`config.mk`:
```
export PLATFORM = sky130hd
export DESIGN_NAME = dma_flag_bank
export DESIGN_NICKNAME = d
export VERILOG_FILES = /design/src/rtl/dma_flag_bank_pkg.sv /design/src/rtl/dma_flag_stream.sv /design/src/rtl/dma_flag_clrdec.sv /design/src/rtl/dma_flag_pack.sv /design/src/rtl/dma_flag_bank.sv
export SDC_FILE = /design/constraint.sdc
export NUM_CORES = 1
export LEC_CHECK = 0
export CAP_MARGIN = 10
export CORE_MARGIN = 3
export CORE_UTILIZATION = 62
export CTS_CLUSTER_SIZE = 25
export DETAILED_ROUTE_END_ITERATION = 6
export DONT_BUFFER_PORTS = 1
export GPL_ROUTABILITY_DRIVEN = 0
export HOLD_SLACK_MARGIN = 0.05
export PLACE_DENSITY = 0.78
export SYNTH_ARGS = -nofsm -noshare
export SYNTH_HDL_FRONTEND = slang
export SYNTH_SLANG_ARGS = --single-unit
```
`constraint.sdc`:
```
create_clock -name clk -period 1 [get_ports clk]
set_input_delay 0.05 -clock clk [delete_from_list [all_inputs] [get_ports clk]]
set_output_delay 0.05 -clock clk [all_outputs]
set_load 0.03 [all_outputs]
```
`src/rtl/dma_flag_bank_pkg.sv`:
```
package dma_flag_bank_pkg;

    localparam int FIELD_W    = 6;
    localparam int WORD_W     = 32;
    localparam int PER_WORD   = 4;
    localparam int NUM_WORDS  = 2;

    // Field layout: bit order is decoded by software, so it is fixed.
    typedef struct packed {
        logic tc;   // bit 5
        logic ht;   // bit 4
        logic te;   // bit 3
        logic dme;  // bit 2
        logic rsv;  // bit 1, always zero
        logic fe;   // bit 0
    } flag_field_t;

    typedef enum logic [1:0] {
        SEL_STAT_LO = 2'd0,
        SEL_STAT_HI = 2'd1,
        SEL_CLR_LO  = 2'd2,
        SEL_CLR_HI  = 2'd3
    } word_sel_e;

    localparam flag_field_t FIELD_LIVE = '{tc: 1'b1, ht: 1'b1, te: 1'b1,
                                           dme: 1'b1, rsv: 1'b0, fe: 1'b1};

    function automatic int field_lsb(input int idx);
        return ((idx & 2) << 3) | ((idx & 1) * 6);
    endfunction

    function automatic int word_of(input int idx);
        return idx / PER_WORD;
    endfunction

endpackage

```
`src/rtl/dma_flag_stream.sv`:
```
module dma_flag_stream
    import dma_flag_bank_pkg::*;
(
    input  logic        clk,
    input  logic        rst,
    input  flag_field_t set_i,
    input  flag_field_t clr_i,
    input  flag_field_t ie_i,
    output flag_field_t flags_o,
    output logic        irq_o
);

    flag_field_t flags_q;
    flag_field_t flags_d;

    always_comb begin
        flags_d = ((flags_q & ~clr_i) | set_i) & FIELD_LIVE;
    end

    always_ff @(posedge clk) begin
        if (rst) flags_q <= '0;
        else     flags_q <= flags_d;
    end

    assign flags_o = flags_q;
    assign irq_o   = |(flags_q & ie_i & FIELD_LIVE);

    AST_SET_TAKES: assert property (@(posedge clk) disable iff (rst)
        1'b1 |=> ((flags_q & ($past(set_i) & FIELD_LIVE)) == ($past(set_i) & FIELD_LIVE)));

    AST_CLEAR_TAKES: assert property (@(posedge clk) disable iff (rst)
        1'b1 |=> ((flags_q & $past(clr_i) & ~$past(set_i)) == '0));

    AST_STICKY: assert property (@(posedge clk) disable iff (rst)
        1'b1 |=> ((flags_q & $past(flags_q & ~clr_i)) == $past(flags_q & ~clr_i)));

    AST_QUIET_WHEN_EMPTY: assert property (@(posedge clk) disable iff (rst)
        (flags_q == '0) |-> !irq_o);

endmodule

```
`src/rtl/dma_flag_clrdec.sv`:
```
module dma_flag_clrdec
    import dma_flag_bank_pkg::*;
#(
    parameter int NUM_STREAMS = 8
) (
    input  logic                          wr_i,
    input  word_sel_e                     sel_i,
    input  logic [WORD_W-1:0]             wdata_i,
    output flag_field_t [NUM_STREAMS-1:0] clr_o
);

    for (genvar s = 0; s < NUM_STREAMS; s++) begin : g_dec
        localparam int        LSB   = field_lsb(s);
        localparam word_sel_e MYSEL = (word_of(s) == 0) ? SEL_CLR_LO : SEL_CLR_HI;
        always_comb begin
            clr_o[s] = '0;
            if (wr_i && (sel_i == MYSEL))
                clr_o[s] = flag_field_t'(wdata_i[LSB +: FIELD_W]) & FIELD_LIVE;
        end
    end

endmodule

```
`src/rtl/dma_flag_pack.sv`:
```
module dma_flag_pack
    import dma_flag_bank_pkg::*;
#(
    parameter int NUM_STREAMS = 8
) (
    input  logic                          clk,
    input  logic                          rst,
    input  flag_field_t [NUM_STREAMS-1:0] flags_i,
    input  word_sel_e                     sel_i,
    output logic [WORD_W-1:0]             rdata_o
);

    logic [NUM_WORDS-1:0][WORD_W-1:0] stat_w;

    always_comb begin
        stat_w = '0;
        for (int s = 0; s < NUM_STREAMS; s++)
            stat_w[word_of(s)][field_lsb(s) +: FIELD_W] = flags_i[s];
    end

    always_comb begin
        unique case (sel_i)
            SEL_STAT_LO: rdata_o = stat_w[0];
            SEL_STAT_HI: rdata_o = stat_w[1];
            default:     rdata_o = '0;
        endcase
    end

    AST_CLR_READS_ZERO: assert property (@(posedge clk) disable iff (rst)
        sel_i[1] |-> (rdata_o == '0));

    AST_GAPS_ZERO: assert property (@(posedge clk) disable iff (rst)
        (rdata_o & 32'hF082_F082) == '0);

endmodule

```
`src/rtl/dma_flag_bank.sv`:
```
module dma_flag_bank
    import dma_flag_bank_pkg::*;
#(
    parameter int NUM_STREAMS = 8,
    parameter int ADDR_W      = 4
) (
    input  logic                   clk,
    input  logic                   rst,
    input  logic [NUM_STREAMS-1:0] ev_fe_i,
    input  logic [NUM_STREAMS-1:0] ev_dme_i,
    input  logic [NUM_STREAMS-1:0] ev_te_i,
    input  logic [NUM_STREAMS-1:0] ev_ht_i,
    input  logic [NUM_STREAMS-1:0] ev_tc_i,
    input  logic [NUM_STREAMS-1:0] ie_fe_i,
    input  logic [NUM_STREAMS-1:0] ie_dme_i,
    input  logic [NUM_STREAMS-1:0] ie_te_i,
    input  logic [NUM_STREAMS-1:0] ie_ht_i,
    input  logic [NUM_STREAMS-1:0] ie_tc_i,
    input  logic                   reg_wr_i,
    input  logic [ADDR_W-1:0]      reg_addr_i,
    input  logic [WORD_W-1:0]      reg_wdata_i,
    output logic [WORD_W-1:0]      reg_rdata_o,
    output logic [NUM_STREAMS-1:0] irq_o
);

    word_sel_e                     sel;
    flag_field_t [NUM_STREAMS-1:0] clr;
    flag_field_t [NUM_STREAMS-1:0] flags;
    logic                          any_ev;

    assign sel    = word_sel_e'(reg_addr_i[3:2]);
    assign any_ev = |{ev_fe_i, ev_dme_i, ev_te_i, ev_ht_i, ev_tc_i};

    dma_flag_clrdec #(.NUM_STREAMS(NUM_STREAMS)) u_clrdec (
        .wr_i    (reg_wr_i),
        .sel_i   (sel),
        .wdata_i (reg_wdata_i),
        .clr_o   (clr)
    );

    for (genvar s = 0; s < NUM_STREAMS; s++) begin : g_stream
        flag_field_t set_s;
        flag_field_t ie_s;
        assign set_s = '{tc: ev_tc_i[s], ht: ev_ht_i[s], te: ev_te_i[s],
                         dme: ev_dme_i[s], rsv: 1'b0, fe: ev_fe_i[s]};
        assign ie_s  = '{tc: ie_tc_i[s], ht: ie_ht_i[s], te: ie_te_i[s],
                         dme: ie_dme_i[s], rsv: 1'b0, fe: ie_fe_i[s]};
        dma_flag_stream u_stream (
            .clk     (clk),
            .rst     (rst),
            .set_i   (set_s),
            .clr_i   (clr[s]),
            .ie_i    (ie_s),
            .flags_o (flags[s]),
            .irq_o   (irq_o[s])
        );
    end

    dma_flag_pack #(.NUM_STREAMS(NUM_STREAMS)) u_pack (
        .clk     (clk),
        .rst     (rst),
        .flags_i (flags),
        .sel_i   (sel),
        .rdata_o (reg_rdata_o)
    );

    AST_STATUS_WR_IGNORED: assert property (@(posedge clk) disable iff (rst)
        (reg_wr_i && !reg_addr_i[3] && !any_ev) |=> $stable(flags));

    AST_RESET_CLEAN: assert property (@(posedge clk)
        $past(rst) |-> (flags == '0 && irq_o == '0));

endmodule

```
==> results.toml <==
[status]
status = "complete, but fails checks"
failing_checks = "hold timing, setup timing"

[routing]
drcViolationCount = 0
drt_iter0_markers = 107
drtPass1Iterations = 4
wl_per_cell_um = 16.8
drtAntennaViolNets = 0
via_count = 1955
post_drt_via_cell_ratio = 5.89
drt_wl_total_um = 5590

[logic_synthesis]
synth-warning-count = 0
synthCells = 259
synthesis.area_mm2 = 0.00212
synthesized_area_per_cell_um2 = 8.18
yosysSeqAreaShare_pct = 37.8
yosys_register_bits = 40
synth_cell_type_count = 15

[cells_and_area]
drive_above_1_share_pct = 31.9
final_net_count = 406
finalNonFillerCells = 332
post-route-util_pct = 79.1
insertedDiodeCount = 0
areaGrowthSynthToFinish_pct = 17.8
largest_register_ffs = 40
nFillCells = 225

[power_and_ir_drop]
seqPwrFrac_pct = 52.1
p_per_area_mw_per_mm2 = 1410
comb_power_share_pct = 24.0
vdd_ir_drop_max_uv = 977
power_leakage_nw = 1.22
power_switching_share_pct = 30.2
report.power.total_w = 0.00352
internal-power_w = 0.00246
clkPwrFrac_pct = 23.9
netSwitchingPower_w = 0.00106

[global_route]
met3_usage_pct = 10.7
antenna_found_initial = 0
grt.met1_usage_pct = 27.2
grt_util_all_layers_pct = 26.6
grt_max_degree = 41
grt.overflow.total = 0
gr-max-usage-layer = "met2"
groute.layer.met2.usage_pct = 50.4
vias_in_the_first_global_route = 1935
grt_pass1_wl_um = 8670

[floorplanning]
floorplan.initialDensity_pct = 67.2
rows = 20
die_height_um = 64.5
coreArea_mm2 = 0.00315
dieWidth_um = 64.5
ios = 159
floorplan.die_area_mm2 = 0.00415

[critical_path]
critical_path.reg2reg.startpoint = "g_stream[1].u_stream.flags_o[0]"
timing.critical_path.depth = 3
capturing_point_of_the_worst_reg2reg_path = "g_stream[1].u_stream.flags_o[0]"
worstRegToRegCells = 4
timing.critical_path.cells = "a222oi_1, nand2_1, buf_6"
critPathMaxStageDelay_ps = 370
critical-path-slowest-cell = "a222oi_1"
bufs_and_invs_on_worst_path = 1
reg2reg_slack_ps = 20
timing.critical_path.arrival_ps = 1320
critPathLaunch = "g_stream[7].u_stream.flags_o[0]"
critPathMaxFanout = 3
timing.critical_path.to_type = "output pin"
critPathCapture = "irq_o[7]"
timing.setup.critical_path_class = "register to output pin"
worstPathRequired_ps = 950
timing.critical_path.from_type = "register"
critical_path.top_delay_family = "compound AO/OA/AOI/OAI gates"

[timing]
post-route-worst-setup-slack_ps = -369
rsz0062_at_grt = "true"
skew_ps = 0
finalHoldViolCount = 40
setup_viol = 28
worst_hold_slack_ps = -241
period_share_pct = 137
fin_crit_ps = 1370
slew_viol_final = 0
max_freq_ghz = 0.730

[placed_design]
detailedPlacementHpwl_um = 4010
dpl_worst_slack_ps = 6.80
buffer_ports.inserted = 0
placed_cells_incl_taps = 313

[cts]
cts_root_buf = "clkbuf_4"
cts_buffers = 5
number_of_h_tree_branching_levels = 2
worstSkewPairLatency_ps = 330
cts-root-to-sink-buffers = 2
cts_tree = "built"
numClockSinks = 40
clk_pin_slew_worst_paths_ps = 110

[worst_hold_path]
timing.hold.worst.class = "primary input to register"

[flow_run]
max_cap_violations = 0
-- synth_stat cells, drive strengths merged --
cell / n / share of area (%)
nor2: 60 / 11
dfxtp: 40 / 38
a22oi: 8 / 2.8
inv: 40 / 7.1
mux2i: 20 / 9.5
clkbuf: 5 / 0.89
and3: 1 / 0.30
nand2: 8 / 1.4
a311oi: 40 / 17
a222oi: 8 / 3.8
conb: 1 / 0.18
buf: 27 / 8.7
and3b: 1 / 0.41
-- cell type report --
cell class / instances / area [µm²] / area share (%)
clock buffers: 8 / 58.8 / 2.36
inverters: 40 / 150 / 6.02
multi-input cells: 158 / 1020 / 40.7
repair buffers: 42 / 364 / 14.6
flip-flops and latches: 40 / 851 / 34.1
well taps: 44 / 55.1 / 2.21
-- metal layers --
layer	part of all wire, %	wire [µm]
met5	0	0
met4	0.75	42
met3	12	677
met2	52	2910
met1	35	1960
-- worst min path at each step --
| stage | start | slack [ps] | depth (start not counted) | end |
|---|---|---|---|---|
| final | rst | -240 | 1 | g_stream[4].u_stream.flags_o[2] |
| after global routing | rst | -270 | 1 | g_stream[0].u_stream.flags_o[5] |
| after CTS | rst | -250 | 1 | g_stream[6].u_stream.flags_o[4] |
| after detailed placement | rst | 130 | 1 | g_stream[4].u_stream.flags_o[2] |
| after global placement | rst | 130 | 1 | g_stream[4].u_stream.flags_o[5] |
| after floorplan | reg_wdata_i[0] | 160 | 1 | g_stream[0].u_stream.flags_o[0] |
-- cell usage in the layout, fill, tap and decap left out, types with 4 or more instances in the layout --
cell type  instances
a222oi_1           8
dfxtp_2           40
nor2_1            60
clkbuf_4           5
nand2_1            4
a311oi_1          40
inv_1             40
buf_4             29
a22oi_1            8
mux2i_1           20
nand2_2            4
buf_6             13
conb_1            12
-- what timing repair did --
action,CTS,global route
endpoints found under the hold margin,40,40
setup buffers,7,6
resized for setup,51,8
pin swaps,13,10
setup endpoints to repair,28,28
-- logic make-up after synthesis --
family / share of synthesized area, %
and+or+nand+nor: 12.8
other: 0.177
muxes: 9.45
buffers and inverters: 16.7
DFF: 37.8
AOI/OAI and AO/OA: 23.2
-- through the flow --
step / TNS (ps) / cell area, µm²
after floorplan: 0 / 2160
after global placement: 0 / 2240
after detailed placement: 0 / 2240
after CTS: -4940 / 2450
after global routing: -7290 / 2490
final: -4780 / 2490
-- power by group through the flow --
stage | clock (W) | combinational [W] | sequential [W]
4_1_cts | 0.000859 | 0.000818 | 0.00183
3_5_place_dp | 0 | 0.000744 | 0.00185
6_report | 0.000842 | 0.000844 | 0.00184
2_1_floorplan | 0 | 0.000709 | 0.00182
5_1_grt | 0.000961 | 0.000917 | 0.00186
3_3_place_gp | 0 | 0.000728 | 0.00184
-- worst reg2reg max path: stages (launching register included) --
cell      delay, ps
dfxtp_2         360
buf_6            90
buf_6            80
nor2_1           30
a311oi_1        300
(Power assumes the default switching activity.)
